**src/rtl/rxdet_pkg.sv**
```systemverilog
package rxdet_pkg;

  typedef enum logic [2:0] {
    RES_NONE    = 3'd0,
    RES_PRESENT = 3'd1,
    RES_ABSENT  = 3'd2,
    RES_FAULT   = 3'd3,
    RES_TIMEOUT = 3'd4
  } rxdet_result_e;

  typedef enum logic [2:0] {
    ST_IDLE,
    ST_FORCE_IDLE,
    ST_DETECT,
    ST_DONE,
    ST_TIMEOUT
  } rxdet_state_e;

  localparam logic [2:0] CODE_FOUND = 3'b011;
  localparam logic [2:0] CODE_EMPTY = 3'b000;
  localparam int unsigned MIN_LEAD  = 10;

  // Status code to outcome.
  function automatic rxdet_result_e classify(input logic [2:0] code);
    if (code == CODE_FOUND)      return RES_PRESENT;
    else if (code == CODE_EMPTY) return RES_ABSENT;
    else                         return RES_FAULT;
  endfunction

  // Lead interval never shorter than the buffer tri-state minimum.
  function automatic int unsigned lead_floor(input int unsigned req);
    return (req < MIN_LEAD) ? MIN_LEAD : req;
  endfunction

  // Counter width able to hold limit-1.
  function automatic int unsigned span_width(input int unsigned limit);
    return (limit < 3) ? 1 : $clog2(limit);
  endfunction

endpackage

```
**src/rtl/rxdet_span_counter.sv**
```systemverilog
module rxdet_span_counter #(
  parameter int unsigned LIMIT = 10,
  localparam int unsigned W = rxdet_pkg::span_width(LIMIT)
) (
  input  logic clk,
  input  logic rst,
  input  logic run,
  output logic hit
);
  logic [W-1:0] cnt;

  assign hit = run && (cnt == W'(LIMIT - 1));

  always_ff @(posedge clk) begin
    if (rst || !run) cnt <= '0;
    else if (!hit)   cnt <= cnt + 1'b1;
  end

  // Counter never runs past its terminal value.
  assert_count_in_range_R3: assert property (@(posedge clk) disable iff (rst)
    run |-> (cnt <= W'(LIMIT - 1)));
endmodule

```
**src/rtl/rxdet_status_decode.sv**
```systemverilog
module rxdet_status_decode (
  input  logic [2:0]                 code,
  output rxdet_pkg::rxdet_result_e   outcome,
  output logic                       is_found,
  output logic                       is_empty,
  output logic                       is_fault
);
  import rxdet_pkg::*;

  assign outcome  = classify(code);
  assign is_found = (outcome == RES_PRESENT);
  assign is_empty = (outcome == RES_ABSENT);
  assign is_fault = (outcome == RES_FAULT);

  // Exactly one class per code.
  always_comb begin
    assert_one_class_R6: assert ($countones({is_found, is_empty, is_fault}) == 1);
  end
endmodule

```
**src/rtl/rxdet_sequencer.sv**
```systemverilog
module rxdet_sequencer #(
  parameter int unsigned LEAD_CYCLES    = 10,
  parameter int unsigned TIMEOUT_CYCLES = 1000
) (
  input  logic       clk,
  input  logic       rst,
  input  logic       start_req,
  input  logic       phy_done,
  input  logic [2:0] phy_status,
  output logic       tx_elec_idle,
  output logic       tx_detect_req,
  output logic       busy,
  output logic       done_pulse,
  output logic [2:0] result
);
  import rxdet_pkg::*;

  localparam int unsigned LEAD_EFF = lead_floor(LEAD_CYCLES);
  localparam int unsigned RUN_W    = span_width(LEAD_EFF + TIMEOUT_CYCLES + 2) + 1;

  rxdet_state_e  state, state_nx;
  rxdet_result_e res_q, res_nx;
  rxdet_result_e decoded;
  logic          dec_found, dec_empty, dec_fault;

  // Named internal events.
  logic start_accept, lead_hit, wait_hit, status_take, wait_expire;

  rxdet_span_counter #(.LIMIT(LEAD_EFF)) u_lead (
    .clk(clk), .rst(rst), .run(state == ST_FORCE_IDLE), .hit(lead_hit));

  rxdet_span_counter #(.LIMIT(TIMEOUT_CYCLES)) u_wait (
    .clk(clk), .rst(rst), .run(state == ST_DETECT), .hit(wait_hit));

  rxdet_status_decode u_dec (
    .code(phy_status), .outcome(decoded),
    .is_found(dec_found), .is_empty(dec_empty), .is_fault(dec_fault));

  assign start_accept = (state == ST_IDLE) && start_req;
  assign status_take  = (state == ST_DETECT) && phy_done;
  assign wait_expire  = (state == ST_DETECT) && !phy_done && wait_hit;

  always_comb begin
    state_nx = state;
    res_nx   = res_q;
    unique case (state)
      ST_IDLE:       if (start_accept) begin state_nx = ST_FORCE_IDLE; res_nx = RES_NONE; end
      ST_FORCE_IDLE: if (lead_hit) state_nx = ST_DETECT;
      ST_DETECT: begin
        if (status_take) begin
          state_nx = ST_DONE;
          res_nx   = decoded;
        end else if (wait_expire) begin
          state_nx = ST_TIMEOUT;
          res_nx   = RES_TIMEOUT;
        end
      end
      ST_DONE:       state_nx = ST_IDLE;
      ST_TIMEOUT:    state_nx = ST_IDLE;
      default:       state_nx = ST_IDLE;
    endcase
  end

  always_ff @(posedge clk) begin
    if (rst) begin
      state <= ST_IDLE;
      res_q <= RES_NONE;
    end else begin
      state <= state_nx;
      res_q <= res_nx;
    end
  end

  assign tx_elec_idle  = (state == ST_FORCE_IDLE) || (state == ST_DETECT);
  assign tx_detect_req = (state == ST_DETECT);
  assign busy          = (state != ST_IDLE);
  assign done_pulse    = (state == ST_DONE) || (state == ST_TIMEOUT);
  assign result        = res_q;

  // Checker counters: length of the current idle stretch and request stretch.
  logic [RUN_W-1:0] idle_run, req_run;
  always_ff @(posedge clk) begin
    if (rst) begin
      idle_run <= '0;
      req_run  <= '0;
    end else begin
      idle_run <= tx_elec_idle  ? ((idle_run == '1) ? idle_run : idle_run + 1'b1) : '0;
      req_run  <= tx_detect_req ? ((req_run  == '1) ? req_run  : req_run  + 1'b1) : '0;
    end
  end

  assert_idle_lead_R3: assert property (@(posedge clk) disable iff (rst)
    $rose(tx_detect_req) |-> (idle_run == RUN_W'(LEAD_EFF)));

  assert_req_under_idle_R3: assert property (@(posedge clk) disable iff (rst)
    tx_detect_req |-> tx_elec_idle);

  assert_start_raises_idle_R2: assert property (@(posedge clk) disable iff (rst)
    (!busy && start_req) |=> (tx_elec_idle && !tx_detect_req));

  assert_drop_after_status_R7: assert property (@(posedge clk) disable iff (rst)
    (tx_detect_req && phy_done) |=> (!tx_detect_req && !tx_elec_idle && done_pulse));

  assert_single_done_R7: assert property (@(posedge clk) disable iff (rst)
    done_pulse |=> (!done_pulse && !busy));

  assert_wait_bounded_R8: assert property (@(posedge clk) disable iff (rst)
    tx_detect_req |-> (req_run < RUN_W'(TIMEOUT_CYCLES)));

  assert_result_held_R10: assert property (@(posedge clk) disable iff (rst)
    (!busy && !start_req) |=> $stable(result));

  assert_found_code_R4: assert property (@(posedge clk) disable iff (rst)
    (tx_detect_req && phy_done && phy_status == 3'b011) |=> (result == 3'd1));
endmodule

```
**config.mk**
```make
export PLATFORM = sky130hd
export DESIGN_NAME = rxdet_sequencer
export DESIGN_NICKNAME = d
export VERILOG_FILES = /design/src/rtl/rxdet_pkg.sv /design/src/rtl/rxdet_span_counter.sv /design/src/rtl/rxdet_status_decode.sv /design/src/rtl/rxdet_sequencer.sv
export SDC_FILE = /design/constraint.sdc
export NUM_CORES = 1
export LEC_CHECK = 0
export ABC_AREA = 1
export BUFFER_PORTS_ARGS = -buffer_cell sky130_fd_sc_hd__buf_2
export CORE_MARGIN = 2
export CORE_UTILIZATION = 45
export CTS_CLUSTER_SIZE = 8
export DETAILED_ROUTE_END_ITERATION = 8
export PLACE_DENSITY = 0.64
export SYNTH_ARGS = -nofsm -noshare
export SYNTH_HDL_FRONTEND = slang
export SYNTH_SLANG_ARGS = --single-unit
```
**constraint.sdc**
```tcl
create_clock -name clk -period 3.2 [get_ports clk]
set_clock_uncertainty 0.2 [all_clocks]
set_input_delay 0 -clock clk [delete_from_list [all_inputs] [get_ports clk]]
set_output_delay 0 -clock clk [all_outputs]
set_load 0.01 [all_outputs]
```
==> Word-level counts from Yosys, hierarchy flattened <==
Index checks and enable logic that the tools add are counted.
{ "totals": {"regBits": 20, "input_bits": 7, "output_inout_bits": 7, "word_cells": 45} }
{ "classes": {"n_addsub": 2, "n_eq_ne": 10, "mux": 10, "n_reduce_logical": 19} }
{ "ops": {"columns": ["op", "count"], "rows": [
  ["$mux 3", 7],
  ["$add 10x1->10 const B", 1],
  ["$eq 10x10->1 const B", 1],
  ["$eq 3x2->1 const B", 3],
  ["$pmux 3 s3", 1],
  ["$logic_and 1x1->1", 6],
  ["$logic_not 3->1", 2],
  ["$pmux 3 s2", 1],
  ["$reduce_and 3->1", 2],
  ["$add 4x1->4 const B", 1],
  ["$eq 4x4->1 const B", 1],
  ["$logic_or 1x1->1", 4],
  ["$ne 2x2->1 const B", 2],
  ["$eq 3x1->1 const B", 1],
  ["$eq 3x3->1 const B", 1],
  ["$logic_not 1->1", 3],
  ["$ne 3x3->1 const B", 1],
  ["$reduce_bool 3->1", 1],
  ["$reduce_bool 2->1", 1],
  ["$mux 1", 1]
]} }

==> Depth between registers and ports, before layout <==
Gate-level depths: netlist of run 1.
{ "depth": {"depth_word": 6, "depth_mapped": 10} }

==> By module <==
Synthesis of run 1 repeated with hierarchy kept, for this count alone.
{ "unflattened": {"cells_unflattened": 189, "hier_area_um2": 1198.6} }
{ "by_module_without_submodules": {"columns": ["mod", "instances", "cells_each", "area_per_inst_um2", "seq_area_each_um2"], "rows": [
  ["rxdet_span_counter (u_wait)", 1, 89, 569.3, 200.2],
  ["rxdet_sequencer", 1, 57, 349.1, 120.1],
  ["rxdet_span_counter (u_lead)", 1, 33, 237.7, 80.1],
  ["rxdet_status_decode", 1, 10, 42.5, 0.0]
]} }

==> Least setup slack after synthesis of run 1 <==
OpenSTA, ideal clock, no wires.
{ "synth_path": {"path_type": "flip-flop to flip-flop", "from": "register u_wait.cnt[0]", "to": "register res_q[1], in the netlist result[1]", "setup_time_ps": 113, "arrival_time_ps": 1092, "t_required_ps": 2887, "setup_slack_ps": 1795, "stages_incl_launch_ff": 9, "cell_sequence": "dfxtp_1 > ha_1 > nand2_1 > nor2_2 > nand2_4 > nand2_2 > nand2_4 > nor2_1 > nor2_1"} }
{ "synth_between": {"elab_chain_len": 5} }
{ "synth_rtl": {"columns": ["element", "line_no", "source"], "rows": [
  ["start: declaration", "rxdet_span_counter.sv:10", "logic [W-1:0] cnt;"],
  ["start signal: assignment", "rxdet_span_counter.sv:16", "else if (!hit) cnt <= cnt + 1'b1;"],
  ["$eq 10x10->1", "rxdet_span_counter.sv:12", "assign hit = run && (cnt == W'(LIMIT - 1));"],
  ["$logic_and 1x1->1", "rxdet_span_counter.sv:12", null],
  ["$logic_and 1x1->1", "rxdet_sequencer.sv:41", "assign wait_expire = (state == ST_DETECT) && !phy_done && wait_hit;"],
  ["$ne 3x3->1 (no line)", null, null],
  ["$reduce_and 3->1 (no line)", null, null],
  ["end signal: assignment", "rxdet_sequencer.sv:70", "res_q <= res_nx;"],
  ["end: declaration", "rxdet_sequencer.sv:22", "rxdet_result_e res_q, res_nx;"]
]} }
No other way between the ends.
A chain may end at the register's enable or synchronous reset.

==> Worst setup path in the final report of run 1 <==
{ "layout_path": {"from": "register state[2]", "to": "register res_q[1], in the netlist result[1]"} }
{ "layout_between": {"elab_chain_len": 5} }
{ "layout_rtl": {"columns": ["element", "line_no", "source"], "rows": [
  ["start: declaration", "rxdet_sequencer.sv:21", "rxdet_state_e state, state_nx;"],
  ["start signal: assignment", "rxdet_sequencer.sv:69", "state <= state_nx;"],
  ["$eq 3x2->1", null, null],
  ["$logic_and 1x1->1 (on tied branches)", "rxdet_sequencer.sv:41, rxdet_span_counter.sv:12", null],
  ["$logic_and 1x1->1", "rxdet_sequencer.sv:41", null],
  ["$ne 3x3->1 (no line)", null, null],
  ["$reduce_and 3->1 (no line)", null, null]
]} }
Several ways; a longest one is shown, not always the timed one.

==> flow_metrics.py, run 1 <==
metrics = {
    "critical_path": {
        "cp_cell_sequence": "nor2_4 -> nand2_4 -> inv_2 -> nand2_1 -> a31oi_1 -> dlygate4sd3_1 -> nor2_1 -> nor2_1",
        "regToRegStartpoint": "state[2]",
        "r2r_cells": 8,
        "timing.critical_path.buf_inv": 2,
        "crit_required_ns": 3.27,
        "worstPathArrival_ns": 1.97,
        "critPathTopFamily": "buffers and inverters",
        "crit_type": "flop to flop",
        "crit_fanout": 5,
        "critPathCaptureType": "flop",
        "critPathMostFrequentCell": "nor2_1",
        "r2r_slack_ns": 1.30,
        "max_stage_delay_ns": 0.57,
        "r2r-end": "result[1]",
        "cpMaxStageDelayCell": "dlygate4sd3_1",
        "startpoint_type": "flop",
    },
    "floorplan": {
        "die_x_um": 51.5,
        "start_util_pct": 46.8,
        "die-area_mm2": 0.00265,
        "die_y_um": 51.5,
        "core_mm2": 0.00217,
        "ios": 14,
        "rows": 17,
    },
    "synthesis": {
        "yosysTopAreaCell": "dfxtp_1",
        "synth_top_area_share_pct": 39.5,
        "synth_area_per_cell_um2": 7.25,
        "synth.ff_latch_count": 20,
        "syn_nets": 150,
        "yosysUniqueCellTypes": 24,
        "yosysWarnings": 0,
        "yosysSeqAreaShare_pct": 39.5,
        "syn_inst": 140,
        "yosys-top-cells-area": "dfxtp_1 (39%), nand2_1 (10%), inv_1 (7.0%)",
        "netlist_area_mm2": 0.00101,
    },
    "detailed_routing": {
        "antenna_left": 0,
        "wl_um": 2020,
        "vias": 955,
        "avgRoutedWirePerCell_um": 10.5,
        "vias_per_cell": 4.95,
        "first_iter_violations": 17,
        "drc_errors": 0,
        "dr.pass1.iters": 4,
    },
    "timing": {
        "fmax_mhz": 526,
        "period_share_pct": 59.4,
        "rsz0062_at_grt": "false",
        "slew_headroom_pct": 83.0,
        "final.setup.tns_ns": 0,
        "min_period_ns": 1.90,
        "holdWs_ns": 0.252,
        "setup_viol": 0,
        "final_max_slew_viol_count": 0,
        "worstMarginPinSlew_ns": 0.254,
        "hold_viol": 0,
    },
    "place": {
        "io_buffers": 13,
        "dpl.hpwl_um": 1440,
        "place.gp.congestion": 0.846,
    },
    "clocking": {
        "root_buffer": "clkbuf_4",
        "cts.sinks": 20,
        "cts_buffer_depth": 2,
        "post_cts_resized": 0,
        "path_clk_slew_ns": 0.12,
        "cts_buffers": 3,
        "htreeDepth": 1,
        "clock_latency_ns": 0.32,
        "cts_tree": "built",
    },
    "global_route": {
        "grt_pass1_vias": 867,
        "grt.total_usage_pct": 19.0,
        "grt_overflow": 0,
        "antenna_found_initial": 0,
        "grt_max_degree": 13,
        "grt_pass1_wl_um": 3680,
    },
    "power": {
        "power_density_mw_per_mm2": 538,
        "peakVddDrop_mv": 0.362,
        "power_mw": 0.671,
        "power_leakage_nw": 0.555,
    },
    "cells_and_area": {
        "diodes": 0,
        "seqCellArea_um2": 400,
        "drive_gt1_share_pct": 15.8,
        "multiInputGateArea_um2": 539,
        "mostFrequentLayoutCells": "nand2_1 (28), dfxtp_1 (20), inv_1 (19)",
        "fillers": 198,
        "syn2layout_area_growth_pct": 22.9,
        "final_common_cell": "nand2_1",
        "nNetsFinal": 176,
    },
    "worst_hold_path": {
        "hold_end": "result[2]",
        "worstHoldPathCells": 2,
        "worstHoldStart": "result[2]",
        "hp-class": "flop to flop",
    },
    "job": {
        "maxCapViolCount": 0,
    },
    "run_status": {
        "run_status": "completed",
    },
}
==> power by group <==
part           leakage (nW)  total, mW  switching (mW)  internal, mW
combinational         0.365      0.176           0.105        0.0707
clock                0.0279      0.210          0.0831         0.127
sequential            0.162      0.286          0.0166         0.269
==> cell type report <==
type                    count  share of cell area [%]
well taps                  28                    2.81
inverters                  20                    6.02
flip-flops and latches     20                    32.1
clock buffers               3                    1.81
multi-input cells         100                    43.2
repair buffers             21                    11.6
clock inverters             1                    2.41
==> worst max path at each step <==
stage	startpoint	endpoint	slack [ns]	depth (start not counted)
after floorplan	u_wait.cnt[0]	result[1]	1.80	8
after global routing	state[2]	result[1]	1.15	8
final	state[2]	result[1]	1.30	8
after detailed placement	u_wait.cnt[0]	result[1]	1.67	8
after global placement	u_wait.cnt[0]	result[1]	1.70	8
after CTS	state[0]	state[0]	1.34	5
==> routing by layer <==
metal | vias up | wire length [um] | global-route usage [%]
li1 | 503 | - | -
met1 | 418 | 1010 | 25.2
met2 | 29 | 843 | 28.2
met3 | 5 | 101 | 2.63
met4 | 0 | 64 | 13.2
met5 | - | 0 | 0
==> state kept, by name (all words and copies together) (netlist names) <==
signal / count
state: 3
u_lead.cnt: 4
u_wait.cnt: 10
result: 3
==> Yosys cell counts, drive strengths merged <==
master / instances
o21ai: 8
inv: 20
xor2: 1
nor3: 4
nand4: 3
nand3: 5
nand3b: 1
o211ai: 2
and3b: 1
nand2: 32
dfxtp: 20
o21a: 1
a21oi: 14
a211oi: 1
a31oi: 1
ha: 3
or2: 2
nor2: 19
xnor2: 2
==> logic make-up after synthesis <==
| family | share of synthesized area, % |
|---|---|
| AOI/OAI and AO/OA | 14.4 |
| xor gates and xnor gates | 2.59 |
| adders and majority gates | 3.70 |
| buffers and inverters | 7.40 |
| DFF | 39.5 |
| and+or+nand+nor | 32.4 |
==> stage by stage <==
step / utilization (%) / cells / cell area [um^2] / worst slack (ns)
4_1_cts: 57.5 / 193 / 1250 / 1.34
6_report: 57.5 / 193 / 1250 / 1.30
5_1_grt: 57.5 / 193 / 1250 / 1.15
3_5_place_dp: 51.4 / 181 / 1110 / 1.67
3_3_place_gp: 51.4 / 181 / 1110 / 1.70
2_1_floorplan: - / 140 / 1010 / 1.80
==> repair_timing <==
action | in CTS | in global routing
hold buffers | 8 | 0
endpoints found under the hold margin | 19 | 0
setup buffers | 0 | 0
==> worst register-to-register path, stage by stage, from the launching register on <==
cell	delay, ns
dfxtp_1	0.37
nor2_4	0.17
nand2_4	0.09
inv_2	0.07
nand2_1	0.09
a31oi_1	0.16
dlygate4sd3_1	0.57
nor2_1	0.04
nor2_1	0.09
(Power assumes the default switching activity.)
==> inputs of run 2 (changes only) <==
- PLACE_DENSITY: 0.64 -> 0.66
- clock period: 3.2 -> 1.6 ns (I/O delays scaled with it)
==> run 2 against run 1 <==
Compared with the run above:
- combinational power increased by 98%
- setup slack lost 1.2 ns
- final cell count fell by 2.1%
- sequential share of layout area rose by 1.3 points
- critical path depth down 1
- clock power grew 11%
- global-route usage shrank 0.82 points
- total power is 73% higher
- count of clock-buffer cells in the layout did not move
- largest cell class unchanged
- largest power group unchanged
==> flow_metrics.py, run 2 (same netlist as run 1, synthesis figures left out) <==
metrics = {
    "cells_and_area": {
        "nNetsFinal": 173,
        "final_cells": 189,
        "drive_gt1_share_pct": 18.0,
        "multiInputGateArea_um2": 554,
        "top_register": "u_wait.cnt",
        "mostFrequentLayoutCells": "nand2_1 (28), inv_1 (19), dfxtp_1 (18)",
        "diodes": 0,
        "final_common_cell": "nand2_1",
        "fillers": 217,
        "fin_area_mm2": 0.00120,
        "final_core_util_pct": 55.5,
        "seqCellArea_um2": 403,
        "largest_reg_flops": 10,
        "syn2layout_area_growth_pct": 18.7,
        "top_regs": "u_wait.cnt x10, u_lead.cnt x4",
    },
    "critical_path": {
        "critPathMostFrequentCell": "nand2_1",
        "crit_type": "flop to flop",
        "crit_required_ns": 1.63,
        "cp_cell_sequence": "ha_2 -> nand2_1 -> inv_1 -> nand4_1 -> nor2_1 -> nand2_1 -> a21oi_1",
        "max_stage_delay_ns": 0.37,
        "critPathTopFamily": "simple AND/OR/NAND/NOR gates",
        "critPathCaptureType": "flop",
        "worstPathArrival_ns": 1.52,
        "crit_fanout": 4,
        "timing.critical_path.buf_inv": 1,
        "cpMaxStageDelayCell": "dfxtp_2",
        "startpoint_type": "flop",
    },
    "global_route": {
        "grt.total_usage_pct": 18.2,
        "antenna_found_initial": 0,
        "grt_pass1_vias": 858,
        "grt_pass1_wl_um": 3570,
        "grt_overflow": 0,
        "grt_max_degree": 11,
    },
    "floorplan": {
        "die-area_mm2": 0.00265,
        "die_y_um": 51.5,
        "rows": 17,
        "die_x_um": 51.5,
        "ios": 14,
        "core_mm2": 0.00217,
        "start_util_pct": 46.8,
    },
    "clocking": {
        "root_buffer": "clkbuf_4",
        "cts_tree": "built",
        "cts.sinks": 20,
        "cts_buffer_depth": 2,
        "clock_latency_ns": 0.30,
        "cts_buffers": 3,
        "path_clk_slew_ns": 0.10,
        "htreeDepth": 1,
    },
    "run_status": {
        "run_status": "completed",
    },
    "timing": {
        "fin_ws_ns": 0.109,
        "hold_viol": 0,
        "final_max_slew_viol_count": 0,
        "final.setup.tns_ns": 0,
        "worstMarginPinSlew_ns": 0.278,
        "rsz0062_at_grt": "true",
        "setup_viol": 0,
        "holdWs_ns": 0.0324,
        "slew_headroom_pct": 81.4,
        "fmax_mhz": 671,
        "period_share_pct": 93.2,
        "min_period_ns": 1.49,
    },
    "detailed_routing": {
        "vias": 947,
        "wl_um": 2070,
        "vias_per_cell": 5.01,
        "first_iter_violations": 22,
        "dr.pass1.iters": 4,
        "antenna_left": 0,
        "drc_errors": 0,
        "avgRoutedWirePerCell_um": 11.0,
    },
    "place": {
        "io_buffers": 13,
        "dpl.hpwl_um": 1540,
        "place.gp.congestion": 0.856,
        "placed_cell_area_mm2": 0.00111,
        "placedCellCount": 181,
        "place_ws_ns": 0.0926,
    },
    "power": {
        "power_leakage_nw": 0.520,
        "power_density_mw_per_mm2": 961,
        "power_mw": 1.16,
        "peakVddDrop_mv": 0.423,
    },
    "worst_hold_path": {
        "hp-class": "input port to flop",
    },
    "job": {
        "maxCapViolCount": 0,
    },
}
-- run 2: what timing repair did --
| item | CTS | global route |
|---|---|---|
| gates resized for setup | 0 | 7 |
| endpoints found under the setup margin | 0 | 7 |
| buffers inserted | 0 | 0 |
| hold endpoints to repair | 19 | 0 |
| hold buffers | 6 | 0 |
-- run 2: area by class of cell --
class                           count  area share (%)
Clock buffer                        3            1.87
Inverter                           20            6.23
Multi-Input combinational cell    100            46.0
Sequential cell                    20            33.4
Tap cell                           28            2.91
Timing Repair Buffer               18            9.55
-- run 2: where the power goes --
| part | internal [mW] | switching [mW] | leakage [nW] |
|---|---|---|---|
| combinational | 0.134 | 0.214 | 0.343 |
| sequential | 0.539 | 0.0390 | 0.163 |
| clock | 0.0878 | 0.145 | 0.0138 |
| total | 0.761 | 0.398 | 0.520 |
-- run 2: path summary, 6_finish.rpt --
check                     start             to  slack [ns]  cells past startpoint
setup / recovery  u_wait.cnt[0]  u_wait.cnt[8]        0.11                      7
hold / removal        start_req       state[1]        0.03                      4
setup reg to reg  u_wait.cnt[0]  u_wait.cnt[8]        0.11                      7
hold reg to reg       result[2]      result[2]        0.25                      2
-- run 2: per-layer routing --
layer  routed length (um)  GRT usage [%]  share of wire (%)  vias to the layer above
li1                     -              -                  -                      499
met1                  972           24.2                 47                      410
met2                  922           26.5                 44                       31
met3                  104           2.63                5.0                        7
met4                   75           13.2                3.6                        0
met5                    0              0                  0                        -
-- run 2: tightest hold or removal path, delay by kind of cell --
family,cells,cell delay (ns)
buffers and inverters,1,0.08
AND/OR/NAND/NOR,3,0.42
